`config.mk`:
```
export PLATFORM = sky130hd
export DESIGN_NAME = gate_sequencer
export DESIGN_NICKNAME = d
export VERILOG_FILES = /design/src/rtl/gate_seq_pkg.sv /design/src/rtl/gs_cmd_decode.sv /design/src/rtl/gs_delay_timer.sv /design/src/rtl/gs_seq_fsm.sv /design/src/rtl/gs_rst_sync.sv /design/src/rtl/gate_sequencer.sv
export SDC_FILE = /design/constraint.sdc
export NUM_CORES = 1
export LEC_CHECK = 0
export ABC_AREA = 1
export BUFFER_PORTS_ARGS = -buffer_cell sky130_fd_sc_hd__buf_2
export CELL_PAD_IN_SITES_DETAIL_PLACEMENT = 0
export CELL_PAD_IN_SITES_GLOBAL_PLACEMENT = 1
export CORE_MARGIN = 4
export CORE_UTILIZATION = 39
export CTS_CLUSTER_SIZE = 20
export DETAILED_ROUTE_END_ITERATION = 6
export PLACE_DENSITY = 0.79
export SETUP_SLACK_MARGIN = 0.05
export SYNTH_ARGS = -nofsm -noshare
export SYNTH_HDL_FRONTEND = slang
export SYNTH_SLANG_ARGS = --single-unit
```
`constraint.sdc`:
```
create_clock -name clk -period 1 [get_ports clk]
set_input_delay 0.05 -clock clk [delete_from_list [all_inputs] [get_ports clk]]
set_output_delay 0.05 -clock clk [all_outputs]
set_load 0.02 [all_outputs]
```
`src/rtl/gate_seq_pkg.sv`:
```
package gate_seq_pkg;

  typedef enum logic [1:0] {
    CMD_LOW  = 2'd0,
    CMD_HIGH = 2'd1,
    CMD_TRI  = 2'd2
  } cmd_e;

  typedef enum logic [3:0] {
    ST_SHUT       = 4'd0,
    ST_TRI_HOLD   = 4'd1,
    ST_LG_ON      = 4'd2,
    ST_LG_OFF_DLY = 4'd3,
    ST_UG_ARM     = 4'd4,
    ST_UG_DLY     = 4'd5,
    ST_UG_ON      = 4'd6,
    ST_UG_OFF_DLY = 4'd7,
    ST_LG_ARM     = 4'd8,
    ST_LG_DLY     = 4'd9
  } seq_state_e;

endpackage

```
`src/rtl/gs_cmd_decode.sv`:
```
module gs_cmd_decode
  import gate_seq_pkg::*;
(
  input  logic [1:0] raw_cmd,
  output cmd_e       cmd
);

  always_comb begin
    unique case (raw_cmd)
      2'b00:   cmd = CMD_LOW;
      2'b01:   cmd = CMD_HIGH;
      default: cmd = CMD_TRI;
    endcase
  end

endmodule

```
`src/rtl/gs_delay_timer.sv`:
```
module gs_delay_timer #(
  parameter int CW = 4
) (
  input  logic          clk,
  input  logic          rst_n,
  input  logic          load,
  input  logic [CW-1:0] load_val,
  output logic          expired
);

  logic [CW-1:0] cnt_q;
  logic [CW-1:0] cnt_d;
  logic          cnt_en;

  // next-state
  always_comb begin
    cnt_en = load || (cnt_q != '0);
    cnt_d  = load ? load_val : (cnt_q - CW'(1));
  end

  // register
  always_ff @(posedge clk or negedge rst_n) begin
    if (!rst_n) begin
      cnt_q <= '0;
    end else if (cnt_en) begin
      cnt_q <= cnt_d;
    end
  end

  assign expired = (cnt_q == '0);

endmodule

```
`src/rtl/gs_seq_fsm.sv`:
```
module gs_seq_fsm
  import gate_seq_pkg::*;
#(
  parameter int TOFF_LG  = 5,
  parameter int TOFF_UG  = 5,
  parameter int TON_UG   = 3,
  parameter int TON_LG   = 3,
  parameter int TRI_HOLD = 3,
  parameter int TON_TS   = 3,
  parameter int EXT_W    = 3,
  parameter int CW       = 4
) (
  input  logic             clk,
  input  logic             rst_n,
  input  cmd_e             cmd,
  input  logic             ug_low_fb,
  input  logic             lg_low_fb,
  input  logic [EXT_W-1:0] toff_ext,
  input  logic             tmr_expired,
  output logic             tmr_load,
  output logic [CW-1:0]    tmr_val,
  output logic             ug_en,
  output logic             lg_en
);

  localparam logic [CW-1:0] LD_TOFF_LG = CW'(TOFF_LG - 1);
  localparam logic [CW-1:0] LD_TOFF_UG = CW'(TOFF_UG - 1);
  localparam logic [CW-1:0] LD_TRI     = CW'(TRI_HOLD - 1);
  localparam logic [CW-1:0] DLY_UG     = CW'(TON_UG);
  localparam logic [CW-1:0] DLY_LG     = CW'(TON_LG);
  localparam logic [CW-1:0] DLY_TS     = CW'(TON_TS);

  seq_state_e    state_q, state_d;
  logic [CW-1:0] on_dly_q, on_dly_d;
  logic          on_dly_we;

  // next-state
  always_comb begin
    state_d   = state_q;
    on_dly_d  = on_dly_q;
    on_dly_we = 1'b0;
    tmr_load  = 1'b0;
    tmr_val   = '0;

    if (cmd == CMD_TRI) begin
      if (state_q == ST_TRI_HOLD) begin
        if (tmr_expired) state_d = ST_SHUT;
      end else if (state_q != ST_SHUT) begin
        state_d  = ST_TRI_HOLD;
        tmr_load = 1'b1;
        tmr_val  = LD_TRI;
      end
    end else begin
      unique case (state_q)
        ST_SHUT, ST_TRI_HOLD: begin
          on_dly_we = 1'b1;
          if (cmd == CMD_HIGH) begin
            state_d  = ST_UG_ARM;
            on_dly_d = (state_q == ST_SHUT) ? DLY_TS : DLY_UG;
          end else begin
            state_d  = ST_LG_ARM;
            on_dly_d = (state_q == ST_SHUT) ? DLY_TS : DLY_LG;
          end
        end
        ST_LG_ON: begin
          if (cmd == CMD_HIGH) begin
            state_d  = ST_LG_OFF_DLY;
            tmr_load = 1'b1;
            tmr_val  = LD_TOFF_LG;
          end
        end
        ST_LG_OFF_DLY: begin
          if (cmd == CMD_LOW) begin
            state_d = ST_LG_ON;
          end else if (tmr_expired) begin
            state_d   = ST_UG_ARM;
            on_dly_we = 1'b1;
            on_dly_d  = DLY_UG;
          end
        end
        ST_UG_ARM, ST_UG_DLY: begin
          if (cmd == CMD_LOW) begin
            state_d   = ST_LG_ARM;
            on_dly_we = 1'b1;
            on_dly_d  = DLY_LG;
          end else if (!lg_low_fb) begin
            state_d = ST_UG_ARM;
          end else if (state_q == ST_UG_ARM) begin
            state_d  = ST_UG_DLY;
            tmr_load = 1'b1;
            tmr_val  = on_dly_q - CW'(1);
          end else if (tmr_expired) begin
            state_d = ST_UG_ON;
          end
        end
        ST_UG_ON: begin
          if (cmd == CMD_LOW) begin
            state_d  = ST_UG_OFF_DLY;
            tmr_load = 1'b1;
            tmr_val  = LD_TOFF_UG + CW'(toff_ext);
          end
        end
        ST_UG_OFF_DLY: begin
          if (cmd == CMD_HIGH) begin
            state_d = ST_UG_ON;
          end else if (tmr_expired) begin
            state_d   = ST_LG_ARM;
            on_dly_we = 1'b1;
            on_dly_d  = DLY_LG;
          end
        end
        ST_LG_ARM, ST_LG_DLY: begin
          if (cmd == CMD_HIGH) begin
            state_d   = ST_UG_ARM;
            on_dly_we = 1'b1;
            on_dly_d  = DLY_UG;
          end else if (!ug_low_fb) begin
            state_d = ST_LG_ARM;
          end else if (state_q == ST_LG_ARM) begin
            state_d  = ST_LG_DLY;
            tmr_load = 1'b1;
            tmr_val  = on_dly_q - CW'(1);
          end else if (tmr_expired) begin
            state_d = ST_LG_ON;
          end
        end
        default: state_d = ST_SHUT;
      endcase
    end
  end

  // registers
  always_ff @(posedge clk or negedge rst_n) begin
    if (!rst_n) begin
      state_q <= ST_SHUT;
    end else begin
      state_q <= state_d;
    end
  end

  always_ff @(posedge clk or negedge rst_n) begin
    if (!rst_n) begin
      on_dly_q <= DLY_TS;
    end else if (on_dly_we) begin
      on_dly_q <= on_dly_d;
    end
  end

  assign ug_en = (state_q == ST_UG_ON) || (state_q == ST_UG_OFF_DLY);
  assign lg_en = (state_q == ST_LG_ON) || (state_q == ST_LG_OFF_DLY);

endmodule

```
`src/rtl/gs_rst_sync.sv`:
```
module gs_rst_sync (
  input  logic clk,
  input  logic rst_n,
  output logic rst_sync_n
);

  logic [1:0] sync_q;

  always_ff @(posedge clk or negedge rst_n) begin
    if (!rst_n) begin
      sync_q <= 2'b00;
    end else begin
      sync_q <= {sync_q[0], 1'b1};
    end
  end

  assign rst_sync_n = sync_q[1];

endmodule

```
`src/rtl/gate_sequencer.sv`:
```
module gate_sequencer
  import gate_seq_pkg::*;
#(
  parameter int TOFF_LG  = 5,
  parameter int TOFF_UG  = 5,
  parameter int TON_UG   = 3,
  parameter int TON_LG   = 3,
  parameter int TRI_HOLD = 3,
  parameter int TON_TS   = 3,
  parameter int EXT_W    = 3
) (
  input  logic             clk,
  input  logic             rst_n,
  input  logic [1:0]       pwm_cmd,
  input  logic             ug_low_fb,
  input  logic             lg_low_fb,
  input  logic [EXT_W-1:0] toff_ext,
  output logic             ug_en,
  output logic             lg_en
);

  localparam int EXT_MAX = (1 << EXT_W) - 1;
  localparam int M_OFF   = (TOFF_LG > TOFF_UG + EXT_MAX) ? TOFF_LG : TOFF_UG + EXT_MAX;
  localparam int M_ON    = (TON_UG > TON_LG) ? TON_UG : TON_LG;
  localparam int M_MISC  = (TRI_HOLD > TON_TS) ? TRI_HOLD : TON_TS;
  localparam int M_A     = (M_OFF > M_ON) ? M_OFF : M_ON;
  localparam int DMAX    = (M_A > M_MISC) ? M_A : M_MISC;
  localparam int CW      = $clog2(DMAX + 1);

  logic          core_rst_n;
  cmd_e          cmd;
  logic          tmr_load;
  logic [CW-1:0] tmr_val;
  logic          tmr_expired;

  gs_rst_sync i_rst_sync (
    .clk        (clk),
    .rst_n      (rst_n),
    .rst_sync_n (core_rst_n)
  );

  gs_cmd_decode i_decode (
    .raw_cmd (pwm_cmd),
    .cmd     (cmd)
  );

  gs_delay_timer #(.CW(CW)) i_timer (
    .clk      (clk),
    .rst_n    (core_rst_n),
    .load     (tmr_load),
    .load_val (tmr_val),
    .expired  (tmr_expired)
  );

  gs_seq_fsm #(
    .TOFF_LG  (TOFF_LG),
    .TOFF_UG  (TOFF_UG),
    .TON_UG   (TON_UG),
    .TON_LG   (TON_LG),
    .TRI_HOLD (TRI_HOLD),
    .TON_TS   (TON_TS),
    .EXT_W    (EXT_W),
    .CW       (CW)
  ) i_fsm (
    .clk         (clk),
    .rst_n       (core_rst_n),
    .cmd         (cmd),
    .ug_low_fb   (ug_low_fb),
    .lg_low_fb   (lg_low_fb),
    .toff_ext    (toff_ext),
    .tmr_expired (tmr_expired),
    .tmr_load    (tmr_load),
    .tmr_val     (tmr_val),
    .ug_en       (ug_en),
    .lg_en       (lg_en)
  );

endmodule

```
* Word-level counts from Yosys, hierarchy flattened
Index checks and enable logic that the tools add are counted.
** Word-level totals
- Register bits :: 14
- Output and inout port bits :: 2
- Word-level logic and storage cells :: 103
** Operators by class
- Add/subtract/negate cells :: 3
- Equality and inequality tests :: 24
- Mux-type cells :: 56
- Bitwise logic cells :: 1
- Reduce and logical (&&, ||, !) cells :: 15
** Operator list (number)
- $mux 4 :: 33
- $pmux 4 s7 :: 1
- $pmux 4 s5 :: 1
- $eq 4x3->1 const B :: 4
- $pmux 4 s4 :: 1
- $mux 1 :: 15
- $ne 6x2->1 const B :: 2
- $eq 4x2->1 const B :: 2
- $eq 4x4->1 const B :: 2
- $logic_not 4->1 :: 2
- $ne 4x1->1 const B :: 2
- $reduce_and 8->1 :: 1
- $reduce_bool 4->1 :: 2
- $sub 4x1->4 const B :: 2
- $reduce_and 7->1 :: 1
- $ne 3x1->1 const B :: 2
- $reduce_or 2->1 :: 3
- $pmux 1 s5 :: 1
- $reduce_bool 5->1 :: 1
- $add 3x3->4 const A :: 1
- $eq 2x1->1 const B :: 2
- $eq 4x1->1 const B :: 1
- $logic_not 2->1 :: 2
- $ne 2x1->1 const B :: 2
- other kinds (10) :: 13

* Depth between registers and ports, before layout
Gate-level depths: netlist of the first run.
- Depth in word-level cells :: 7
- Gate-level depth with buffers :: 11
- Mapped depth without buffers :: 11

* By module
A second synthesis of the first run with hierarchy kept.
** Unflattened totals
- Cells, all modules :: 182
- Area total of the unflattened synthesis :: 1003.5 µm²
** Modules (own cells, without submodules)
- gs_seq_fsm :: times used 1, cells an instance 139, area each 683.2 µm², seq. area each 100.1 µm²
- gs_delay_timer :: times used 1, cells an instance 37, area each 255.2 µm², seq. area each 100.1 µm²
- gs_rst_sync :: times used 1, cells an instance 3, area each 53.8 µm², seq. area each 50.0 µm²
- gs_cmd_decode :: times used 1, cells an instance 3, area each 11.3 µm², seq. area each 0.0 µm²

* Least setup slack after synthesis of the first run
No wires, ideal clock.
- Path type :: register -> register
- Start point :: reg i_timer.cnt_q[0]
- End point :: reg i_fsm.state_q[2]
- Data arrival time :: 1.349 ns
- Data required time :: 0.884 ns
- Setup slack :: -0.465 ns
- Cell stages (with the launch flop) :: 10
- Path buffers :: 0
- Period minus slack after synthesis :: 1.465 ns
- Path through :: dfrtp_1 -> inv_1 -> ha_1 -> nand3_1 -> o21ai_0 -> o21ai_1 -> nor2_1 -> nand2_1 -> nand2_1 -> nand2_1
** Between the ends
- Cells in the longest elaborated chain, start to end :: 3
- Elaborated cells between the ends (all ways) :: 7
** Ends and longest elaborated chain
- start: declaration :: RTL line gs_delay_timer.sv:11 : logic [CW-1:0] cnt_q;
- start signal: assignment :: RTL line gs_delay_timer.sv:26 : cnt_q <= cnt_d;
- $logic_not 4->1 (*) :: RTL line gs_delay_timer.sv:30 : assign expired = (cnt_q == '0);
- $ne 6x2->1 (no source line) (tied with other cells)
- $reduce_and 8->1 (no source line) (*)
- end signal: assignment :: RTL line gs_seq_fsm.sv:137 : state_q <= state_d;
- end: declaration :: RTL line gs_seq_fsm.sv:33 : seq_state_e state_q, state_d;
Mark *: on every way between the ends. The rest lies on a longest branch, timed or not.
A chain may end at the register's enable or synchronous reset.

* Worst setup path in the final report of the first run
- Start point :: reg i_fsm.state_q[1]
- End point :: reg i_fsm.state_q[1]
** Between the ends
- Cells in the longest elaborated chain, start to end :: 6
- Elaborated cells between the ends (all ways) :: 32
** Ends and longest elaborated chain
- $eq 4x4->1 or $eq 4x3->1 (tied branches) :: RTL line gs_seq_fsm.sv:54, gs_seq_fsm.sv:119, gs_seq_fsm.sv:88
- $mux 4, on equally long branches :: RTL line gs_seq_fsm.sv:119, gs_seq_fsm.sv:88
- $mux 4, on equally long branches :: RTL line gs_seq_fsm.sv:117, gs_seq_fsm.sv:86
- $mux 4, on equally long branches :: RTL line gs_seq_fsm.sv:113, gs_seq_fsm.sv:82
- $pmux 4 s7 :: RTL line gs_seq_fsm.sv:54 : unique case (state_q)
- $mux 4 :: RTL line gs_seq_fsm.sv:45 : if (cmd == CMD_TRI) begin
Parallel ways exist; a longest one is shown, timed or not.

==> impl_metrics.py, run 1 <==
metrics = {
    "finish": {
        "nFillCells": 218,
        "drive_gt1_share_pct": 47.3,
        "antenna_cells": 0,
        "finish.utilization_pct": 61.5,
        "area_growth_pct": 51.5,
        "fin_nets": 195,
        "layout_common_cells": "42 x nand2_1, 22 x buf_4, 16 x nor2_1",
        "layout_commonest_cell": "nand2_1",
        "layout.cells.non_filler": 212,
    },
    "placement": {
        "port_buffers": 10,
        "globalplace.congestion": 0.922,
        "placed_cells": 206,
        "place_worst_setup_slack_ps": -399,
        "dp_hpwl_mm": 1.99,
    },
    "pwr": {
        "seq_power_share_pct": 23.1,
        "switchingPower_w": 0.00163,
        "power_w": 0.00346,
        "p_sw_share_pct": 47.2,
        "combPwrFrac_pct": 66.8,
        "p_int_w": 0.00183,
        "vdd_drop_max_v": 0.00146,
        "p_clk_share_pct": 10.1,
        "power_density_nw_per_um2": 2570,
        "p_leak_nw": 0.688,
    },
    "run_status": {
        "violations": "setup timing",
        "outcome": "finished with violations",
    },
    "timing": {
        "finalSetupViolCount": 10,
        "timing.fmax_mhz": 712,
        "rsz0062_at_grt": "yes",
        "setup_ws_ps": -404,
        "drv_slew": 0,
        "hold_violations": 0,
        "whs_ps": 23.8,
        "finalCriticalPeriod_ps": 1400,
        "fin_skew_ps": 2.83,
        "period_share_pct": 140,
    },
    "min_path": {
        "min_path_type": "in2reg",
    },
    "floorplan": {
        "io_pins": 11,
        "dieArea_um2": 3110,
        "dieHeight_um": 55.7,
        "start_util_pct": 40.5,
        "core_area_um2": 2190,
        "dieWidth_um": 55.7,
        "rows": 17,
    },
    "critical_path": {
        "crit_fanout": 7,
        "crit_path_start_kind": "register",
        "cp_cell_sequence": "nor2_4 > buf_4 > a21boi_2 > nand2_1 > nand3_1 > nand2_1 > nand2_2 > nand2_1 > nand2_1",
        "crit_family": "simple AND/OR/NAND/NOR gates",
        "endpoint_kind": "register",
        "crit_type": "reg2reg",
        "path_common_cell": "nand2_1",
        "crit_arrival_ps": 1600,
        "crit_path_max_incr_delay_ps": 490,
        "ff2ff_setup_slack_ps": -400,
        "cp.required_ps": 1200,
        "critPathBufInv": 1,
        "crit_slowest_cell": "dfrtp_2",
    },
    "logic_synthesis": {
        "seq_area_frac_synth_pct": 28.2,
        "synth.distinct_cells": 23,
        "ys_ff_latch": 10,
        "synth_cells": 146,
        "syn-cell-area_um2": 888,
        "ys_warn_count": 0,
        "synth_nets": 156,
        "syn_avg_cell_area_um2": 6.08,
    },
    "grt": {
        "grt_usage_pct": 16.2,
        "grt_pass1_wl_mm": 4.11,
        "antenna_found_initial": 0,
        "grt_pass1_vias": 976,
        "grt_max_degree": 9,
        "grt-ovfl-total": 0,
    },
    "detailed_routing": {
        "drc": 0,
        "viasPerCell": 4.66,
        "vias": 988,
        "drt-initial-drc-count": 31,
        "totalWireLength_mm": 2.45,
        "routedWlPerCell_um": 11.5,
        "drtAntennaViolNets": 0,
        "drt_pass1_iterations": 5,
    },
    "clock_network": {
        "cts_root_buf": "clkbuf_4",
        "clock_path_buffers": 2,
        "cts.sinks": 10,
        "cts_tree": "built",
        "clk_latency_ps": 260,
        "path_clk_slew_ps": 60,
        "cts_max_level": 1,
        "cts_inserted_buffers": 3,
    },
    "run": {
        "maxCapViolations": 0,
    },
}
repair_timing:
item / 4_1_cts / 5_1_grt
endpoints found under the hold margin: 2 / 0
gates resized for setup: 14 / 16
setup endpoints to repair: 10 / 10
setup buffers: 0 / 1
pin swaps: 3 / 4
hold buffers: 1 / 0
metal layers:
| metal | wire (um) | up-vias | global-route usage (%) | share of wire, % |
|---|---|---|---|---|
| met5 | 0 | - | 0 | 0 |
| met4 | 4 | 0 | 4.17 | 0.16 |
| met3 | 102 | 2 | 2.32 | 4.2 |
| met2 | 1100 | 19 | 26.4 | 45 |
| met1 | 1240 | 435 | 22.4 | 51 |
| li1 | - | 532 | - | - |
final cells by class:
cell class	instances	area (um2)	area share, %
Clock buffer	4	36.3	2.70
Inverter	20	77.6	5.76
Multi-Input combinational cell	115	682	50.7
Sequential cell	10	255	19.0
Tap cell	28	35.0	2.60
Timing Repair Buffer	35	260	19.3
stage by stage:
stage                     setup TNS, ps  instance area [um2]
after floorplan                   -1900                  942
after global placement            -2940                 1190
after detailed placement          -2930                 1190
after CTS                         -3480                 1280
after global routing              -4370                 1350
final                             -3460                 1350
worst register-to-register path: stages, from the launching register on:
cell and delay (ps):
dfrtp_2 490, nor2_4 80, buf_4 140, a21boi_2 190, nand2_1 90, nand3_1 80
nand2_1 70, nand2_2 90, nand2_1 60, nand2_1 70
power groups by stage:
stage	registers (W)	logic, W	clock network [W]
global placement	0.000765	0.00195	0
detailed placement	0.000770	0.00197	0
CTS	0.000782	0.00210	0.000363
finish	0.000798	0.00231	0.000350
global route	0.000817	0.00256	0.000382
floorplan	0.000728	0.00136	0
worst paths after layout:
| kind | cells after the start | to | startpoint |
|---|---|---|---|
| max reg2reg | 9 | i_fsm.state_q[1] | i_fsm.state_q[1] |
| max | 9 | i_fsm.state_q[1] | i_fsm.state_q[1] |
| min | 3 | i_timer.cnt_q[0] | toff_ext[0] |
| min reg2reg | 0 | i_fsm.state_q[0] | i_rst_sync.sync_q[1] |
| max in group asynchronous | 0 | i_fsm.state_q[2] | i_rst_sync.sync_q[1] |
| min in group asynchronous | 2 | i_rst_sync.sync_q[1] | rst_n |
synth_stat cells (all sizes together):
master  count  area, um2
dfrtp      10        250
a21boi      1       7.51
xor2        1       8.76
xnor2       1       8.76
nor3        1       5.00
nand3      12       75.1
a21oi       2       10.0
ha          1       12.5
o211ai      3       22.5
o21ai       5       25.0
clkinv      1       3.75
nand4       3       18.8
inv        19       71.3
buf         1       5.00
nor2       31        149
nand2      53        211
conb        1       3.75
cell families (layout without fill, tap and decap cells):
logic type,count (synthesis),in the layout,share of synthesized area (%)
other,1,1,0.422
AO/OA/AOI/OAI,11,11,7.32
XOR/XNOR,2,2,1.97
flip-flops,10,10,28.2
adder cells (fa/ha/maj),1,1,1.41
buffers and inverters,21,59,9.01
AND/OR/NAND/NOR,100,100,51.7
state kept, by name (all words and copies together) (netlist names):
signal,flops
i_fsm.state_q,4
i_rst_sync.sync_q,2
i_timer.cnt_q,4
(Power assumes the default switching activity.)
==> run 2, diff against run 1 <==
REMOVE_ABC_BUFFERS = 1   (was default)
==> impl_metrics.py, run 2 (synthesized netlist as in run 1, its figures left out) <==
metrics = {
    "placement": {
        "port_buffers": 10,
        "place_worst_setup_slack_ps": -508,
        "globalplace.congestion": 0.914,
        "placed_cells": 211,
        "dp_hpwl_mm": 2.04,
    },
    "critical_path": {
        "crit_path_start_kind": "register",
        "crit_slowest_cell": "dfrtp_2",
        "crit_arrival_ps": 1540,
        "endpoint_kind": "register",
        "crit_family": "simple AND/OR/NAND/NOR gates",
        "critPathBufInv": 3,
        "critical_path_cell_count": 9,
        "crit_type": "reg2reg",
        "reg2reg_depth": 9,
        "cp.required_ps": 1140,
        "crit_fanout": 4,
        "cp_cell_sequence": "nor2_2 > buf_4 > nand3_2 > nand2_2 > inv_2 > nand3_2 > inv_2 > nand2_1 > nand2_1",
        "crit_path_max_incr_delay_ps": 470,
    },
    "timing": {
        "period_share_pct": 140,
        "hold_violations": 0,
        "finalSetupViolCount": 10,
        "drv_slew": 0,
        "timing.fmax_mhz": 714,
        "rsz0062_at_grt": "yes",
        "tns_ps": -3450,
        "setup_ws_ps": -400,
        "finalCriticalPeriod_ps": 1400,
        "fin_skew_ps": 4.64,
    },
    "detailed_routing": {
        "drtAntennaViolNets": 0,
        "viasPerCell": 4.61,
        "routedWlPerCell_um": 11.5,
        "drt_pass1_iterations": 4,
        "vias": 1010,
        "drt-initial-drc-count": 30,
        "totalWireLength_mm": 2.52,
        "drc": 0,
    },
    "pwr": {
        "vdd_drop_max_v": 0.00174,
        "power_density_nw_per_um2": 2530,
        "p_leak_nw": 0.693,
    },
    "clock_network": {
        "cts_max_level": 1,
        "path_clk_slew_ps": 60,
        "clock_path_buffers": 2,
        "clk_latency_ps": 250,
        "cts_tree": "built",
        "cts_inserted_buffers": 3,
        "cts_root_buf": "clkbuf_4",
        "cts.sinks": 10,
    },
    "floorplan": {
        "io_pins": 11,
        "dieArea_um2": 3110,
        "dieHeight_um": 55.7,
        "dieWidth_um": 55.7,
        "core_area_um2": 2190,
        "rows": 17,
        "start_util_pct": 40.5,
    },
    "grt": {
        "antenna_found_initial": 0,
        "grt_max_degree": 9,
        "grt_usage_pct": 17.2,
        "grt_pass1_vias": 985,
        "grt_pass1_wl_mm": 4.31,
        "grt-ovfl-total": 0,
    },
    "finish": {
        "nFillCells": 210,
        "antenna_cells": 0,
        "layout.cells.non_filler": 219,
        "finish.utilization_pct": 60.7,
        "reg_top3": "i_fsm.state_q (4), i_timer.cnt_q (4), i_rst_sync.sync_q (2)",
        "area_growth_pct": 49.6,
        "layout_common_cells": "46 x nand2_1, 31 x buf_4, 17 x nor2_1",
        "layout_commonest_cell": "nand2_1",
        "drive_gt1_share_pct": 46.6,
        "fin_nets": 202,
    },
    "min_path": {
        "min_path_type": "in2reg",
        "hold_depth": 3,
    },
    "run": {
        "maxCapViolations": 0,
    },
    "run_status": {
        "outcome": "finished with violations",
        "violations": "setup timing",
    },
}
-- run 2: final timing paths --
check	startpoint	endpoint	slack, ps
worst max register to register	i_fsm.state_q[3]	i_timer.cnt_q[3]	-400
worst max-delay path	i_fsm.state_q[3]	i_timer.cnt_q[3]	-400
worst min-delay path	toff_ext[0]	i_timer.cnt_q[0]	20
worst min register to register	i_rst_sync.sync_q[1]	i_fsm.state_q[0]	120
max in group asynchronous	i_rst_sync.sync_q[1]	i_fsm.state_q[1]	630
min in group asynchronous	rst_n	i_rst_sync.sync_q[1]	100
-- run 2: where the power goes --
| group | internal (W) | switching, W |
|---|---|---|
| sequential | 0.000570 | 0.000213 |
| clock | 0.000220 | 0.000121 |
| combinational | 0.00103 | 0.00121 |
| total | 0.00182 | 0.00154 |
-- run 2: repair_timing --
| action | in CTS | in global routing |
|---|---|---|
| hold endpoints to repair | 2 | 0 |
| setup buffers | 3 | 0 |
| gates resized for setup | 20 | 8 |
| hold buffers | 1 | 0 |
| setup endpoints to repair | 10 | 10 |
| pin swaps | 4 | 2 |
-- run 2: final cells by class --
class / instances / area (um2) / area share, %
multi-input combinational: 115 / 628 / 47.3
timing repair buffer: 42 / 299 / 22.5
sequential: 10 / 255 / 19.2
inverter: 20 / 75.1 / 5.65
clock buffer: 4 / 36.3 / 2.73
tap: 28 / 35.0 / 2.64
-- run 2: metal layers --
layer | vias to the layer above | part of all wire (%) | GRT usage [%]
met1 | 445 | 47 | 24.0
met3 | 2 | 3.3 | 2.78
met5 | - | 0 | 0
li1 | 545 | - | -
met2 | 18 | 49 | 27.9
met4 | 0 | 0.75 | 3.82
-- run 2: metrics by stage --
stage               cell area [um2]  total power [W]  hold slack [ps]
floorplan                       883          0.00187             -246
global placement               1180          0.00258             -166
detailed placement             1180          0.00263             -161
CTS                            1300          0.00324             31.7
global route                   1330          0.00370             30.9
finish                         1330          0.00336             20.6
-- run 2: worst register-to-register path, cell delays in order, from the launching register on --
cell	delay, ps
dfrtp_2	470
nor2_2	170
buf_4	130
nand3_2	80
nand2_2	110
inv_2	60
nand3_2	100
inv_2	60
nand2_1	60
nand2_1	60
